<file path="config.mk">
export PLATFORM = sky130hd
export DESIGN_NAME = xbr_top
export DESIGN_NICKNAME = d
export VERILOG_FILES = /design/src/rtl/xbr_pkg.sv /design/src/rtl/xbr_ctl.sv /design/src/rtl/xbr_path.sv /design/src/rtl/xbr_top.sv
export SDC_FILE = /design/constraint.sdc
export NUM_CORES = 1
export LEC_CHECK = 0
export CELL_PAD_IN_SITES_DETAIL_PLACEMENT = 0
export CELL_PAD_IN_SITES_GLOBAL_PLACEMENT = 1
export CORE_MARGIN = 2
export CORE_UTILIZATION = 25
export CTS_CLUSTER_SIZE = 12
export DETAILED_ROUTE_END_ITERATION = 8
export HOLD_SLACK_MARGIN = 0.02
export PLACE_DENSITY_LB_ADDON = 0.1
export SLEW_MARGIN = 20
export SYNTH_ARGS = -nofsm -noshare
export SYNTH_HDL_FRONTEND = slang
export SYNTH_SLANG_ARGS = --single-unit
</file>
<file path="constraint.sdc">
create_clock -name clk -period 1.85 [get_ports clk]
set_input_delay 0.185 -clock clk [delete_from_list [all_inputs] [get_ports clk]]
set_output_delay 0.185 -clock clk [all_outputs]
set_load 0.005 [all_outputs]
</file>
<file path="src/rtl/xbr_pkg.sv">
package xbr_pkg;
  typedef enum logic [1:0] {ST_IDLE, ST_PEND, ST_ISSUE, ST_WAIT} xbrState_e;

  // strobes from control to datapath
  typedef struct packed {
    logic load;       // capture processor request
    logic ack;        // board beat acknowledged on a slow edge
    logic active;     // a transfer is in progress
    logic addrPhase;  // board start strobe is low
  } xbrStrobe_t;

  localparam logic [1:0] SIZE_LINE = 2'b11;
endpackage

</file>
<file path="src/rtl/xbr_ctl.sv">
module xbr_ctl
  import xbr_pkg::*;
#(
  parameter int BEATS = 4
) (
  input  logic       clk,
  input  logic       rst,
  input  logic       cpuTsN,
  input  logic [1:0] cpuSize,
  input  logic       brdTaN,
  output logic       brdTsN,
  output logic       cpuTaN,
  output logic       cpuBusy,
  output xbrStrobe_t strobe
);
  localparam int CW = $clog2(BEATS + 1);

  xbrState_e     state;
  logic          phase;
  logic          aligned;
  logic [CW-1:0] beatCnt;
  logic [CW-1:0] beatGoal;
  logic [CW-1:0] nextCnt;

  assign aligned = ~phase;
  assign nextCnt = beatCnt + 1'b1;

  always_ff @(posedge clk) begin
    if (rst) begin
      state    <= ST_IDLE;
      phase    <= 1'b0;
      brdTsN   <= 1'b1;
      cpuTaN   <= 1'b1;
      beatCnt  <= '0;
      beatGoal <= '0;
    end else begin
      phase  <= ~phase;
      cpuTaN <= 1'b1;
      case (state)
        ST_IDLE: begin
          if (!cpuTsN) begin
            state    <= ST_PEND;
            beatCnt  <= '0;
            beatGoal <= (cpuSize == SIZE_LINE) ? CW'(BEATS) : CW'(1);
          end
        end
        ST_PEND: begin
          if (aligned) begin
            brdTsN <= 1'b0;
            state  <= ST_ISSUE;
          end
        end
        ST_ISSUE: begin
          if (aligned) begin
            brdTsN <= 1'b1;
            state  <= ST_WAIT;
          end
        end
        ST_WAIT: begin
          if (aligned && !brdTaN) begin
            cpuTaN  <= 1'b0;
            beatCnt <= nextCnt;
            if (nextCnt == beatGoal) state <= ST_IDLE;
          end
        end
        default: state <= ST_IDLE;
      endcase
    end
  end

  assign cpuBusy          = (state != ST_IDLE);
  assign strobe.load      = (state == ST_IDLE) && !cpuTsN;
  assign strobe.ack       = (state == ST_WAIT) && aligned && !brdTaN;
  assign strobe.active    = cpuBusy;
  assign strobe.addrPhase = ~brdTsN;


  ts_open_chk: assert property (@(posedge clk) disable iff (rst)
    $fell(brdTsN) |=> !brdTsN);

  ts_close_chk: assert property (@(posedge clk) disable iff (rst)
    (!brdTsN && $past(!brdTsN)) |=> brdTsN);

  ta_pulse_chk: assert property (@(posedge clk) disable iff (rst)
    !cpuTaN |=> cpuTaN);

  busy_cover_chk: assert property (@(posedge clk) disable iff (rst)
    !brdTsN |-> cpuBusy);

  beat_bound_chk: assert property (@(posedge clk) disable iff (rst)
    beatCnt <= CW'(BEATS));
endmodule

</file>
<file path="src/rtl/xbr_path.sv">
module xbr_path
  import xbr_pkg::*;
#(
  parameter int AW      = 32,
  parameter int DW      = 32,
  parameter bit MUX_BUS = 1'b1
) (
  input  logic          clk,
  input  logic          rst,
  input  xbrStrobe_t    strobe,
  input  logic          cpuRw,
  input  logic [1:0]    cpuSize,
  input  logic [AW-1:0] cpuAddr,
  input  logic [DW-1:0] cpuWrData,
  input  logic [DW-1:0] brdRdData,
  output logic [DW-1:0] cpuRdData,
  output logic [AW-1:0] brdAddr,
  output logic          brdRw,
  output logic [1:0]    brdSize,
  output logic [DW-1:0] brdAd,
  output logic          brdDataOe
);
  always_ff @(posedge clk) begin
    if (rst) begin
      brdAddr   <= '0;
      brdRw     <= 1'b1;
      brdSize   <= '0;
      cpuRdData <= '0;
    end else begin
      if (strobe.load) begin
        brdAddr <= cpuAddr;
        brdRw   <= cpuRw;
        brdSize <= cpuSize;
      end
      if (strobe.ack) cpuRdData <= brdRdData;
    end
  end

  generate
    if (MUX_BUS) begin : g_mux
      logic [DW-1:0] addrOnBus;
      if (AW >= DW) begin : g_trim
        assign addrOnBus = brdAddr[DW-1:0];
      end else begin : g_pad
        assign addrOnBus = {{(DW-AW){1'b0}}, brdAddr};
      end
      assign brdAd     = strobe.addrPhase ? addrOnBus : cpuWrData;
      assign brdDataOe = strobe.active && (strobe.addrPhase || !brdRw);
    end else begin : g_split
      assign brdAd     = cpuWrData;
      assign brdDataOe = strobe.active && !brdRw;
    end
  endgenerate


  addr_hold_chk: assert property (@(posedge clk) disable iff (rst)
    (strobe.active && !strobe.load) |=> ($stable(brdAddr) && $stable(brdRw) && $stable(brdSize)));
endmodule

</file>
<file path="src/rtl/xbr_top.sv">
module xbr_top
  import xbr_pkg::*;
#(
  parameter int AW      = 32,
  parameter int DW      = 32,
  parameter int BEATS   = 4,
  parameter bit MUX_BUS = 1'b1
) (
  input  logic          clk,
  input  logic          rst,
  input  logic          cpuTsN,
  input  logic          cpuRw,
  input  logic [1:0]    cpuSize,
  input  logic [AW-1:0] cpuAddr,
  input  logic [DW-1:0] cpuWrData,
  output logic          cpuTaN,
  output logic [DW-1:0] cpuRdData,
  output logic          cpuBusy,
  output logic          cpuAvecN,
  output logic          brdTsN,
  output logic          brdRw,
  output logic [1:0]    brdSize,
  output logic [AW-1:0] brdAddr,
  output logic [DW-1:0] brdAd,
  output logic          brdDataOe,
  input  logic          brdTaN,
  input  logic [DW-1:0] brdRdData,
  input  logic          brdAvecN
);
  xbrStrobe_t strobe;

  xbr_ctl #(.BEATS(BEATS)) u_ctl (
    .clk(clk), .rst(rst), .cpuTsN(cpuTsN), .cpuSize(cpuSize), .brdTaN(brdTaN),
    .brdTsN(brdTsN), .cpuTaN(cpuTaN), .cpuBusy(cpuBusy), .strobe(strobe)
  );

  xbr_path #(.AW(AW), .DW(DW), .MUX_BUS(MUX_BUS)) u_path (
    .clk(clk), .rst(rst), .strobe(strobe), .cpuRw(cpuRw), .cpuSize(cpuSize),
    .cpuAddr(cpuAddr), .cpuWrData(cpuWrData), .brdRdData(brdRdData),
    .cpuRdData(cpuRdData), .brdAddr(brdAddr), .brdRw(brdRw), .brdSize(brdSize),
    .brdAd(brdAd), .brdDataOe(brdDataOe)
  );

  assign cpuAvecN = brdAvecN;


  avec_pass_chk: assert property (@(posedge clk) disable iff (rst)
    cpuAvecN == brdAvecN);
endmodule

</file>
; Word level (Yosys, flattened, before mapping)
; Index checks and enable logic that the tools add are counted.
[totals]
regBits = 78
output_inout_bits = 104
[op_classes]
n_addsub = 1
eq_ne = 10
mux = 15
bitwise_logic = 4
reduce_logical = 18
[op_table]
columns = cell, n
row1 = $mux 32, 1
row2 = $mux 2, 5
row3 = $mux 3, 3
row4 = $pmux 2 s4, 1
row5 = $eq 2x2->1 const B, 3
row6 = $ne 2x2->1 const B, 3
row7 = $pmux 3 s2, 1
row8 = $reduce_and 3->1, 2
row9 = $reduce_bool 2->1, 3
row10 = $logic_and 1x1->1, 5
row11 = $reduce_and 5->1, 1
row12 = $ne 2x1->1 const B, 2
row13 = $not 1->1, 4
row14 = $add 3x1->3 const B, 1
row15 = $eq 3x3->1, 1
row16 = $logic_not 1->1, 3
row17 = $mux 1, 3
row18 = $eq 2x1->1 const B, 1
row19 = $logic_not 2->1, 1
row20 = $pmux 1 s2, 1
row21 = $reduce_and 2->1, 1
row22 = $reduce_or 2->1, 1
row23 = $logic_or 1x1->1, 1

; Depth between registers and ports, before layout
; Gate-level depths: netlist of the first run.
[logic_depth]
depth_word = 5
depth_mapped = 7
depth_no_buf = 6

; Modules after synthesis
; From an unflattened synthesis of the first run, not the netlist that was laid out.
[unflattened]
cells_unflattened = 315
hier_area_um2 = 3510.9
[modules_own_cells]
columns = module, instances, cells_each, area_per_inst_um2
row1 = xbr_path, 1, 254, 2945.3
row2 = xbr_ctl, 1, 60, 558.0
row3 = xbr_top, 1, 1, 7.5

; Worst setup path after synthesis of the first run
; No wires, ideal clock.
[synth_timing]
path_kind = register -> register
from = reg u_ctl.state[0]
to = reg u_ctl.beatCnt[2]
setup_ns = 0.070
t_arrival_ns = 1.567
setup_slack_ns = 0.212
stages_incl_launch_ff = 6
n_path_buf = 0
period_less_slack_ns = 1.638
cell_sequence = dfxtp_1 > ha_1 > nor3b_4 > o21ai_1 > or3_1 > a21oi_1
[synth_via]
elab_chain_len = 3
word_cells_on_any_way = 7
[synth_lines]
columns = element, line_no
row1 = "start, declared", xbr_ctl.sv:18  ; xbrState_e state;
row2 = "start signal, assigned", xbr_ctl.sv:30  ; state <= ST_IDLE;
row3 = "start signal, assigned", xbr_ctl.sv:42  ; state <= ST_PEND;
row4 = "start signal, assigned", xbr_ctl.sv:50  ; state <= ST_ISSUE;
row5 = $eq 2x2->1 or $logic_not 2->1 (tied branches), xbr_ctl.sv:39  ; case (state)
row6 = "$ne 2x1->1 (no line), or another cell as far along", -
row7 = $reduce_and 3->1 (no line), -
row8 = "end signal, assigned", xbr_ctl.sv:62  ; beatCnt <= nextCnt;
row9 = "end, declared", xbr_ctl.sv:21  ; logic [CW-1:0] beatCnt;
; Several ways; a longest one is shown, not always the timed one.
; A chain may end at the register's enable or synchronous reset.

; Final worst setup path of the first run
[layout_timing]
from = reg u_ctl.brdTsN
to = out brdAd[6]
[layout_via]
elab_chain_len = 1
[layout_lines]
columns = element, line_no
row1 = "start, declared", xbr_ctl.sv:11  ; output logic brdTsN,
row2 = "start signal, assigned", xbr_ctl.sv:32  ; brdTsN <= 1'b1;
row3 = "start signal, assigned", xbr_ctl.sv:49  ; brdTsN <= 1'b0;
row4 = "start signal, assigned", xbr_ctl.sv:55  ; brdTsN <= 1'b1;
row5 = $mux 32, xbr_path.sv:47  ; assign brdAd = strobe.addrPhase ? addrOnBus : cpuWrData;
row6 = "end, declared", xbr_top.sv:24  ; output logic [DW-1:0] brdAd,
; Every way passes these cells.

==> results of run 1 <==
## logic make-up (layout without fill, tap and decap cells)
family | count (synthesis) | after routing
flops | 77 | 77
compound gates | 79 | 79
xor+xnor | 2 | 2
simple gates | 160 | 160
buf+inv | 31 | 243
fa+ha+maj | 6 | 6
mux | 35 | 35
## registers in the layout (all words and copies together), names as in the netlist
signal	count
u_ctl.beatCnt	3
u_ctl.brdTsN	1
u_path.cpuRdData	32
u_ctl.beatGoal	2
u_ctl.cpuTaN	1
u_path.brdRw	1
u_path.brdAddr	32
u_ctl.phase	1
u_path.brdSize	2
u_ctl.state	2
## synth_stat cells (all sizes together)
| cell type | number | area share [%] |
|---|---|---|
| o21bai | 1 | 0.23 |
| nand3b | 1 | 0.23 |
| xnor3 | 1 | 0.70 |
| a221o | 1 | 0.31 |
| mux2 | 33 | 12 |
| nor3b | 2 | 0.82 |
| o21ai | 4 | 0.62 |
| dfxtp | 77 | 48 |
| nand3 | 1 | 0.16 |
| nand4b | 1 | 0.27 |
| xor2 | 1 | 0.27 |
| a21oi | 72 | 11 |
| nor2 | 5 | 0.58 |
| nand2b | 5 | 0.97 |
| a22oi | 1 | 0.23 |
| inv | 4 | 0.47 |
| nand4 | 1 | 0.19 |
| nand2 | 141 | 16 |
| mux2i | 2 | 0.62 |
| nor2b | 2 | 0.39 |
| or3 | 1 | 0.19 |
| buf | 5 | 0.82 |
| ha | 6 | 2.3 |
| clkbuf | 22 | 2.6 |
## metal layers
layer	global-route usage, %	vias up	wire (um)
met5	0	-	0
met4	4.744	0	95
met3	6.008	7	969
met2	25.80	135	5107
met1	18.89	1477	4778
li1	-	1706	-
## worst max-delay path by stage
stage,endpoint,slack (ps),from,depth (start not counted)
floorplan,u_ctl.beatCnt[2]$_SDFFE_PP0P_,210,u_ctl.state[0]$_SDFFE_PP0P_,5
finish,brdAd[6],60,u_ctl.brdTsN$_SDFFE_PP1P_,3
global placement,u_path.brdAddr[31]$_SDFFE_PP0P_,230,u_ctl.state[1]$_SDFFE_PP0P_,7
detailed placement,u_ctl.beatCnt[2]$_SDFFE_PP0P_,230,brdTaN,5
CTS,brdAd[6],-20,u_ctl.brdTsN$_SDFFE_PP1P_,3
global route,brdAd[6],20,u_ctl.brdTsN$_SDFFE_PP1P_,3
## stage by stage
stage	utilization [%]	setup WS [ps]	total power (W)
floorplan	-	212.2	0.002965
global placement	43.73	232.5	0.004151
detailed placement	43.73	228.6	0.004181
CTS	46.06	-23.77	0.005929
global route	46.48	21.63	0.006266
finish	46.48	64.71	0.005890
## power breakdown
part           total, W  switching, W  internal [W]
clock network   0.00175      0.000635       0.00111
registers       0.00204      0.000173       0.00187
logic           0.00210      0.000870       0.00123
## worst reg2reg max path, stage by stage, from the launching register on
cell	delay, ps
dfxtp_2	350
ha_1	210
nor3b_4	280
o21ai_1	140
or3_1	350
a21oi_1	140
## cells in the final DEF, fill, tap and decap left out, drive strengths merged, types with 2 or more instances in the layout
master         Yosys  routed
a21oi             72      72
buf                5      20
clkbuf            22      14
clkdlybuf4s50      0     172
dfxtp             77      77
dlygate4sd2        0      32
ha                 6       6
inv                4       4
mux2              33      33
mux2i              2       2
nand2            141     141
nand2b             5       5
nor2               5       5
nor2b              2       2
nor3b              2       2
o21ai              4       4
## cell type report
cell class | count | area share (%)
clock buffers | 14 | 4.501
clock inverters | 1 | 0.5119
inverters | 4 | 0.2560
multi-input cells | 282 | 26.83
flip-flops and latches | 77 | 26.39
well taps | 172 | 3.669
repair buffers | 224 | 37.84
## timing repair
| item | in CTS | in global routing |
|---|---|---|
| endpoints found under the setup margin | 34 | 2 |
| setup buffers | 0 | 4 |
| cloned | 1 | 0 |
| gates resized for setup | 39 | 1 |
==> impl_metrics.csv, run 1 <==
group,metric,value,unit
final_layout,stdcell_count,774,
placement,dp_hpwl,8024,um
global_route,grt_use_total,15.65,%
critical_path,cp_cell_sequence,"buf_12, mux2_4, clkdlybuf4s50_1",
yosys,ys_seq_area_share,47.86,%
yosys,yosys.area_share.adder,2.331,%
clock_tree,cts_tree,"yes",
routing,ant_nets,0,
pwr,power_leakage,2.224,nW
sta,report.final.slew_viol_count,0,
clock_tree,clock-root-buffer,"clkbuf_16",
clock_tree,cts.path.max_buffers,2,
routing,wl_per_cell,14.15,um
global_route,grt_pass1_vias,3297,
critical_path,crit_buf_inv,2,
final_layout,areaGrowthSynthToFinish,82.13,%
die,start_util,25.52,%
yosys,avgSynthCellArea,8.258,um2
critical_path,cp.required,1660,ps
routing,first_pass_iters,4,
sta,finalSetupViolations,0,
sta,timing.hold.ws,354.9,ps
final_layout,fillerInstances,1292,
sta,min_period,1785,ps
clock_tree,h-tree-depth,3,
global_route,overflow,0,
critical_path,path_max_fanout,7,
worst_hold_path,hold_start,"rst",
final_layout,finalInstanceArea,0.005866,mm2
final_layout,final-seq-area,0.001548,mm2
sta,finClkSkew,5.052,ps
status,status,"completed",
placement,placed_area,0.005519,mm2
critical_path,slowest_stage,"clkdlybuf4s50_1",
routing,drc,0,
sta,relSlewSlack,62.95,%
clock_tree,cts_hold_buf,0,
yosys,synth_top_family_by_area,"simple AND/OR/NAND/NOR gates",
critical_path,worst_setup_path_start_kind,"flip-flop",
yosys,ys_seq_elements,77,
critical_path,timing.rr.start,"u_ctl.state[0]$_SDFFE_PP0P_",
pwr,p_per_area,1004,mW/mm2
die,ioPinCount,208,
yosys,yosys.cell_types.count,28,
placement,place_inst,754,
final_layout,fin_nets,708,
critical_path,critPathKind,"flip-flop to primary output",
die,core_area,0.01262,mm2
sta,finalSetupTns,0,ps
placement,place_congestion,0.7581,
sta,rsz0062_at_grt,"no",
critical_path,worstReg2RegEnd,"u_ctl.beatCnt[2]$_SDFFE_PP0P_",
die,die-area,0.01381,mm2
critical_path,cp_top_family,"buffers and inverters",
run,max-cap-violations,0,
routing,via_per_inst,4.296,
sta,fmax,560.1,MHz
critical_path,slowest_delay,450,ps
yosys,syn-cell-area,0.003221,mm2
clock_tree,clkTransAtPathRegs,60,ps
routing,drt-total-wl,10950,um
sta,worst_pin_slew,555.8,ps
worst_hold_path,hold_class,"input pin to flip-flop",
die,die_w,117.5,um
routing,routed-via-count,3325,
final_layout,drive_gt1_share,11.79,%
sta,post-route-period-util,96.50,%
yosys,yosysWarningCount,0,
placement,io_buffers,205,
yosys,synth_mux_area_share,12.16,%
critical_path,reg2reg_depth,5,
global_route,grt_max_degree,33,
yosys,synthCells,390,
worst_hold_path,holdPathStages,2,
critical_path,cp.arrival,1600,ps
clock_tree,insertion_delay,330,ps
global_route,grt_pass1_wl,17350,um
pwr,ir_drop,0.3692,mV
critical_path,reg2reg_slack,320,ps
final_layout,multi_input_area,0.001574,mm2
critical_path,endpoint_kind,"primary output",
yosys,synth_xor_xnor_area_share,0.9713,%
clock_tree,cts_buffers,9,
yosys,syn_nets,500,
die,die_height,117.5,um
global_route,antenna_found_initial,0,
worst_hold_path,hold_path_end,"u_path.brdAddr[8]$_SDFFE_PP0P_",
yosys,synth_compound_area_share,12.59,%
final_layout,diodes,0,
die,rows,41,
routing,drt_iter0_drc,89,
yosys,yosys.area_share.simple,20.24,%
clock_tree,cts.sinks,77,
sta,hold_viol,0,
Power figures use the tool's default switching activity.
==> run 2, diff against run 1 <==
--- a/config.mk
+++ b/config.mk
@@ -8,10 +8,11 @@
 export CELL_PAD_IN_SITES_DETAIL_PLACEMENT = 0
 export CELL_PAD_IN_SITES_GLOBAL_PLACEMENT = 1
 export CORE_MARGIN = 2
-export CORE_UTILIZATION = 25
+export CORE_UTILIZATION = 42
 export CTS_CLUSTER_SIZE = 12
 export DETAILED_ROUTE_END_ITERATION = 8
-export HOLD_SLACK_MARGIN = 0.02
+export DONT_BUFFER_PORTS = 1
+export HOLD_SLACK_MARGIN = 0.1
 export PLACE_DENSITY_LB_ADDON = 0.1
 export SLEW_MARGIN = 20
 export SYNTH_ARGS = -nofsm -noshare
==> run 2 against run 1 <==
Against the previous run: hold slack got worse by 210 ps; critical path depth is 4 higher; clock skew increased by 2.1 ps; clock power fell by 17%; final area is 27% lower; critical path type is now flip-flop to flip-flop; critical endpoint is now u_ctl.beatGoal[0]$_SDFFE_PP0P_; largest power group is now sequential cells.
==> impl_metrics.csv, run 2 (same netlist as run 1, synthesis figures left out) <==
group,metric,value,unit
routing,first_pass_iters,4,
global_route,overflow,0,
routing,drc,0,
clock_tree,cts.path.max_buffers,2,
final_layout,diodes,0,
critical_path,cp_common_cell,"inv_1",
pwr,p_per_area,1133,mW/mm2
critical_path,cp.arrival,1870,ps
die,die-area,0.008384,mm2
critical_path,cp.required,2100,ps
critical_path,slowest_stage,"dfxtp_1",
clock_tree,cts_buffers,9,
final_layout,fin_nets,562,
clock_tree,cts.sinks,77,
sta,hold_viol,0,
routing,via_per_inst,5.153,
final_layout,fillerInstances,633,
critical_path,worst_setup_path_start_kind,"flip-flop",
critical_path,reg2reg_depth,7,
status,status,"completed",
sta,finClkSkew,7.201,ps
worst_hold_path,hold_class,"input pin to flip-flop",
final_layout,final_common_cell,"nand2_1",
die,start_util,43.93,%
die,core_area,0.007331,mm2
placement,dp_hpwl,5739,um
clock_tree,cts_resized,0,
die,die_height,91.57,um
sta,finalSetupTns,0,ps
final_layout,drive_gt1_share,12.94,%
routing,drt-total-wl,8874,um
placement,place_congestion,0.7202,
critical_path,slowest_delay,340,ps
sta,min_period,1618,ps
pwr,ir_drop,0.4520,mV
die,rows,31,
global_route,grt_pass1_wl,13880,um
routing,routed-via-count,2860,
global_route,grt_pass1_vias,2862,
clock_tree,cts_tree,"yes",
worst_hold_path,holdPathStages,3,
global_route,antenna_found_initial,0,
die,die_w,91.57,um
sta,worst_pin_slew,342.0,ps
routing,ant_nets,0,
sta,report.final.slew_viol_count,0,
critical_path,cp.depth,7,
clock_tree,clock-root-buffer,"clkbuf_8",
clock_tree,h-tree-depth,3,
sta,rsz0062_at_grt,"no",
final_layout,areaGrowthSynthToFinish,32.09,%
critical_path,cp_cell_sequence,"inv_1, ha_1, inv_1, nor2_2, buf_4, nor2_1, nor3b_1",
run,max-cap-violations,0,
clock_tree,cts_hold_buf,69,
critical_path,critPathKind,"flip-flop to flip-flop",
clock_tree,insertion_delay,330,ps
critical_path,cp_top_family,"buffers and inverters",
final_layout,finalInstanceArea,0.004254,mm2
final_layout,layout_common_cells,"nand2_1, dfxtp_1, a21oi_1",
placement,placed_area,0.003318,mm2
global_route,grt_max_degree,80,
pwr,power_leakage,1.586,nW
clock_tree,cts_setup_buffers,0,
global_route,grt_use_total,20.49,%
routing,drt_iter0_drc,83,
routing,wl_per_cell,15.99,um
critical_path,crit_buf_inv,3,
clock_tree,clkTransAtPathRegs,70,ps
critical_path,path_max_fanout,20,
final_layout,reg_top3,"u_path.brdAddr: 32 flops, u_path.cpuRdData: 32 flops, u_ctl.beatCnt: 3 flops",
die,ioPinCount,208,
critical_path,endpoint_kind,"flip-flop",
sta,finalSetupViolations,0,
sta,post-route-period-util,87.47,%
pwr,power.total,0.004819,W
sta,fmax,618.0,MHz
sta,relSlewSlack,77.20,%
placement,io_buffers,0,
## run 2: tightest hold or removal path, delay by kind of cell
| family | cells | cell delay (ps) |
|---|---|---|
| and+or+nand+nor | 2 | 190 |
| AOI/OAI and AO/OA | 1 | 60 |
## run 2: final cells by class
| type | count | area [um2] | share of cell area, % |
|---|---|---|---|
| multi-input cells | 282 | 1558 | 36.62 |
| inverters | 4 | 15.01 | 0.3529 |
| repair buffers | 78 | 788.3 | 18.53 |
| flip-flops and latches | 77 | 1541 | 36.24 |
| clock inverters | 5 | 100.1 | 2.353 |
| clock buffers | 10 | 127.6 | 3.000 |
| well taps | 99 | 123.9 | 2.912 |
## run 2: layer usage
metal  part of all wire, %  GRT usage (%)  up-vias
li1                      -              -     1410
met2                    48          35.17      132
met5                     0              0        -
met4                   2.3          8.081        0
met1                    41          23.35     1299
met3                   9.5          6.805       19
## run 2: worst paths after layout
path	from	endpoint	slack (ps)
min reg2reg	u_ctl.beatCnt[1]$_SDFFE_PP0P_	u_ctl.beatCnt[1]$_SDFFE_PP0P_	470
min	cpuTsN	u_ctl.beatCnt[1]$_SDFFE_PP0P_	140
max reg2reg	u_ctl.state[0]$_SDFFE_PP0P_	u_ctl.beatGoal[0]$_SDFFE_PP0P_	230
max	u_ctl.state[0]$_SDFFE_PP0P_	u_ctl.beatGoal[0]$_SDFFE_PP0P_	230
## run 2: metrics by stage
stage          hold WS (ps)  instances  utilization, %  worst slack (ps)
2_1_floorplan         309.2        390               -             212.2
6_report              143.6        555           58.03             231.9
4_1_cts               126.4        555           58.03             196.4
3_3_place_gp          260.2        471           45.26             298.5
3_5_place_dp          261.4        471           45.26             223.6
5_1_grt               150.8        555           58.03             53.88
## run 2: report_power, final
part           total, W  internal [W]  leakage (nW)  switching (W)
sequential      0.00205       0.00186         0.627       0.000192
clock           0.00146      0.000885         0.116       0.000575
combinational   0.00131      0.000584         0.843       0.000724
total           0.00482       0.00333          1.59        0.00149
==> run 3, diff against run 2 <==
--- a/config.mk
+++ b/config.mk
@@ -12,6 +12,7 @@
 export CTS_CLUSTER_SIZE = 12
 export DETAILED_ROUTE_END_ITERATION = 8
 export DONT_BUFFER_PORTS = 1
+export GPL_TIMING_DRIVEN = 0
 export HOLD_SLACK_MARGIN = 0.1
 export PLACE_DENSITY_LB_ADDON = 0.1
 export SLEW_MARGIN = 20
==> run 3 against run 2 <==
Against the previous run: routed wire length up 6.5%; register-to-register slack lost 60 ps; final cell count increased by 3.6%; critical endpoint is now brdAd[4].
==> impl_metrics.csv, run 3 (same netlist as run 1, synthesis figures left out) <==
group,metric,value,unit
worst_hold_path,hold_start,"cpuTsN",
global_route,grt_max_degree,15,
sta,timing.hold.ws,160.2,ps
critical_path,worst_setup_path_start_kind,"flip-flop",
final_layout,fillerInstances,673,
sta,finalSetupViolations,0,
critical_path,cp_top_family,"buffers and inverters",
pwr,power.total,0.004683,W
die,die-area,0.008384,mm2
die,rows,31,
placement,place_congestion,0.6946,
critical_path,cp.required,1660,ps
clock_tree,clock-root-buffer,"clkbuf_8",
status,status,"completed",
clock_tree,h-tree-depth,3,
placement,io_buffers,0,
final_layout,areaGrowthSynthToFinish,33.33,%
critical_path,endpoint_kind,"primary output",
critical_path,reg2reg_slack,170,ps
routing,drt_iter0_drc,94,
sta,hold_viol,0,
sta,finClkSkew,4.589,ps
die,die_w,91.57,um
global_route,grt_pass1_wl,14370,um
critical_path,worstReg2RegEnd,"u_ctl.beatCnt[2]$_SDFFE_PP0P_",
sta,layout_setup_ws,95.35,ps
clock_tree,cts_buffers,9,
sta,rsz0062_at_grt,"yes",
critical_path,critPathKind,"flip-flop to primary output",
worst_hold_path,hold_path_end,"u_ctl.beatCnt[1]$_SDFFE_PP0P_",
clock_tree,clkTransAtPathRegs,80,ps
sta,min_period,1755,ps
final_layout,final-seq-area,0.001541,mm2
final_layout,multi_input_area,0.001580,mm2
run,max-cap-violations,0,
critical_path,timing.rr.start,"u_ctl.state[0]$_SDFFE_PP0P_",
die,core_area,0.007331,mm2
routing,first_pass_iters,4,
final_layout,fin_nets,581,
worst_hold_path,hold_class,"input pin to flip-flop",
die,start_util,43.93,%
routing,wl_per_cell,16.43,um
routing,routed-via-count,2917,
sta,report.final.slew_viol_count,0,
clock_tree,cts.path.max_buffers,2,
sta,relSlewSlack,64.71,%
die,die_height,91.57,um
clock_tree,cts_tree,"yes",
clock_tree,cts.sinks,77,
pwr,power_leakage,1.598,nW
pwr,ir_drop,0.4345,mV
sta,fmax,569.9,MHz
critical_path,cp_cell_sequence,"clkbuf_2, buf_4, mux2_2",
critical_path,slowest_stage,"mux2_2",
routing,drc,0,
critical_path,reg2reg_depth,6,
final_layout,reg_top3,"u_path.brdAddr: 32 flops, u_path.cpuRdData: 32 flops, u_ctl.beatCnt: 3 flops",
final_layout,diodes,0,
clock_tree,insertion_delay,340,ps
global_route,grt_pass1_vias,2871,
critical_path,slowest_delay,390,ps
placement,dp_slack,-255.5,ps
critical_path,crit_buf_inv,2,
sta,worst_pin_slew,529.4,ps
critical_path,path_max_fanout,10,
routing,via_per_inst,5.073,
worst_hold_path,holdPathStages,3,
routing,ant_nets,0,
final_layout,layout_common_cells,"nand2_1, dfxtp_1, a21oi_1",
final_layout,drive_gt1_share,14.92,%
sta,post-route-period-util,94.85,%
final_layout,final_common_cell,"nand2_1",
global_route,grt_use_total,21.56,%
pwr,p_per_area,1091,mW/mm2
placement,dp_hpwl,6600,um
die,ioPinCount,208,
routing,drt-total-wl,9449,um
critical_path,cp.arrival,1570,ps
global_route,antenna_found_initial,0,
global_route,overflow,0,
[run 3: worst reg2reg max path, stage by stage (launching register included)]
cell and delay (ps):
dfxtp_1 430, ha_4 220, nor3b_4 210, buf_4 170, o21ai_1 100, or3_1 350
a21oi_1 130
[run 3: cell type report]
class                      count  area share, %
buffer                        26          3.030
clock buffer                   9          2.885
clock inverter                 7          1.777
inverter                       4         0.3497
multi-input combinational    282          36.80
sequential                    77          35.90
tap                           99          2.885
timing repair buffer          71          16.38
[run 3: power by group]
| part | internal [W] | switching, W |
|---|---|---|
| Clock | 0.000627 | 0.000634 |
| Sequential | 0.00186 | 0.000208 |
| Combinational | 0.000605 | 0.000751 |
[run 3: worst max path at each step]
stage,to,start,slack [ps],cells after the start
after floorplan,u_ctl.beatCnt[2]$_SDFFE_PP0P_,u_ctl.state[0]$_SDFFE_PP0P_,210,5
after global placement,u_path.brdAddr[9]$_SDFFE_PP0P_,u_ctl.state[0]$_SDFFE_PP0P_,-240,7
after detailed placement,u_path.brdAddr[13]$_SDFFE_PP0P_,u_ctl.state[0]$_SDFFE_PP0P_,-260,7
after CTS,u_path.brdAddr[13]$_SDFFE_PP0P_,u_ctl.state[0]$_SDFFE_PP0P_,7,7
after global routing,u_path.brdAddr[23]$_SDFFE_PP0P_,u_ctl.state[0]$_SDFFE_PP0P_,-10,7
final,brdAd[4],u_ctl.brdTsN$_SDFFE_PP1P_,100,3
[run 3: layer usage]
metal	GRT usage (%)	vias up	part of all wire (%)
met2	37.56	122	49
met5	0	-	0
li1	-	1446	-
met3	7.386	14	8.6
met1	24.41	1335	41
met4	7.449	0	1.5
[run 3: timing repair]
| action | CTS | global route |
|---|---|---|
| hold buffers | 68 | 0 |
| setup endpoints to repair | 93 | 78 |
| gates resized for setup | 11 | 17 |
| endpoints found under the hold margin | 69 | 0 |
| buffers inserted | 3 | 0 |
| pin swaps | 0 | 1 |
[run 3: stage by stage]
step           std cells  cell area (um2)  utilization (%)  setup TNS [ps]
2_1_floorplan        390             3221                -               0
3_3_place_gp         489             3344            45.62           -7256
3_5_place_dp         489             3344            45.62           -8657
4_1_cts              576             4269            58.24               0
5_1_grt              575             4294            58.58          -14.29
6_report             575             4294            58.58               0
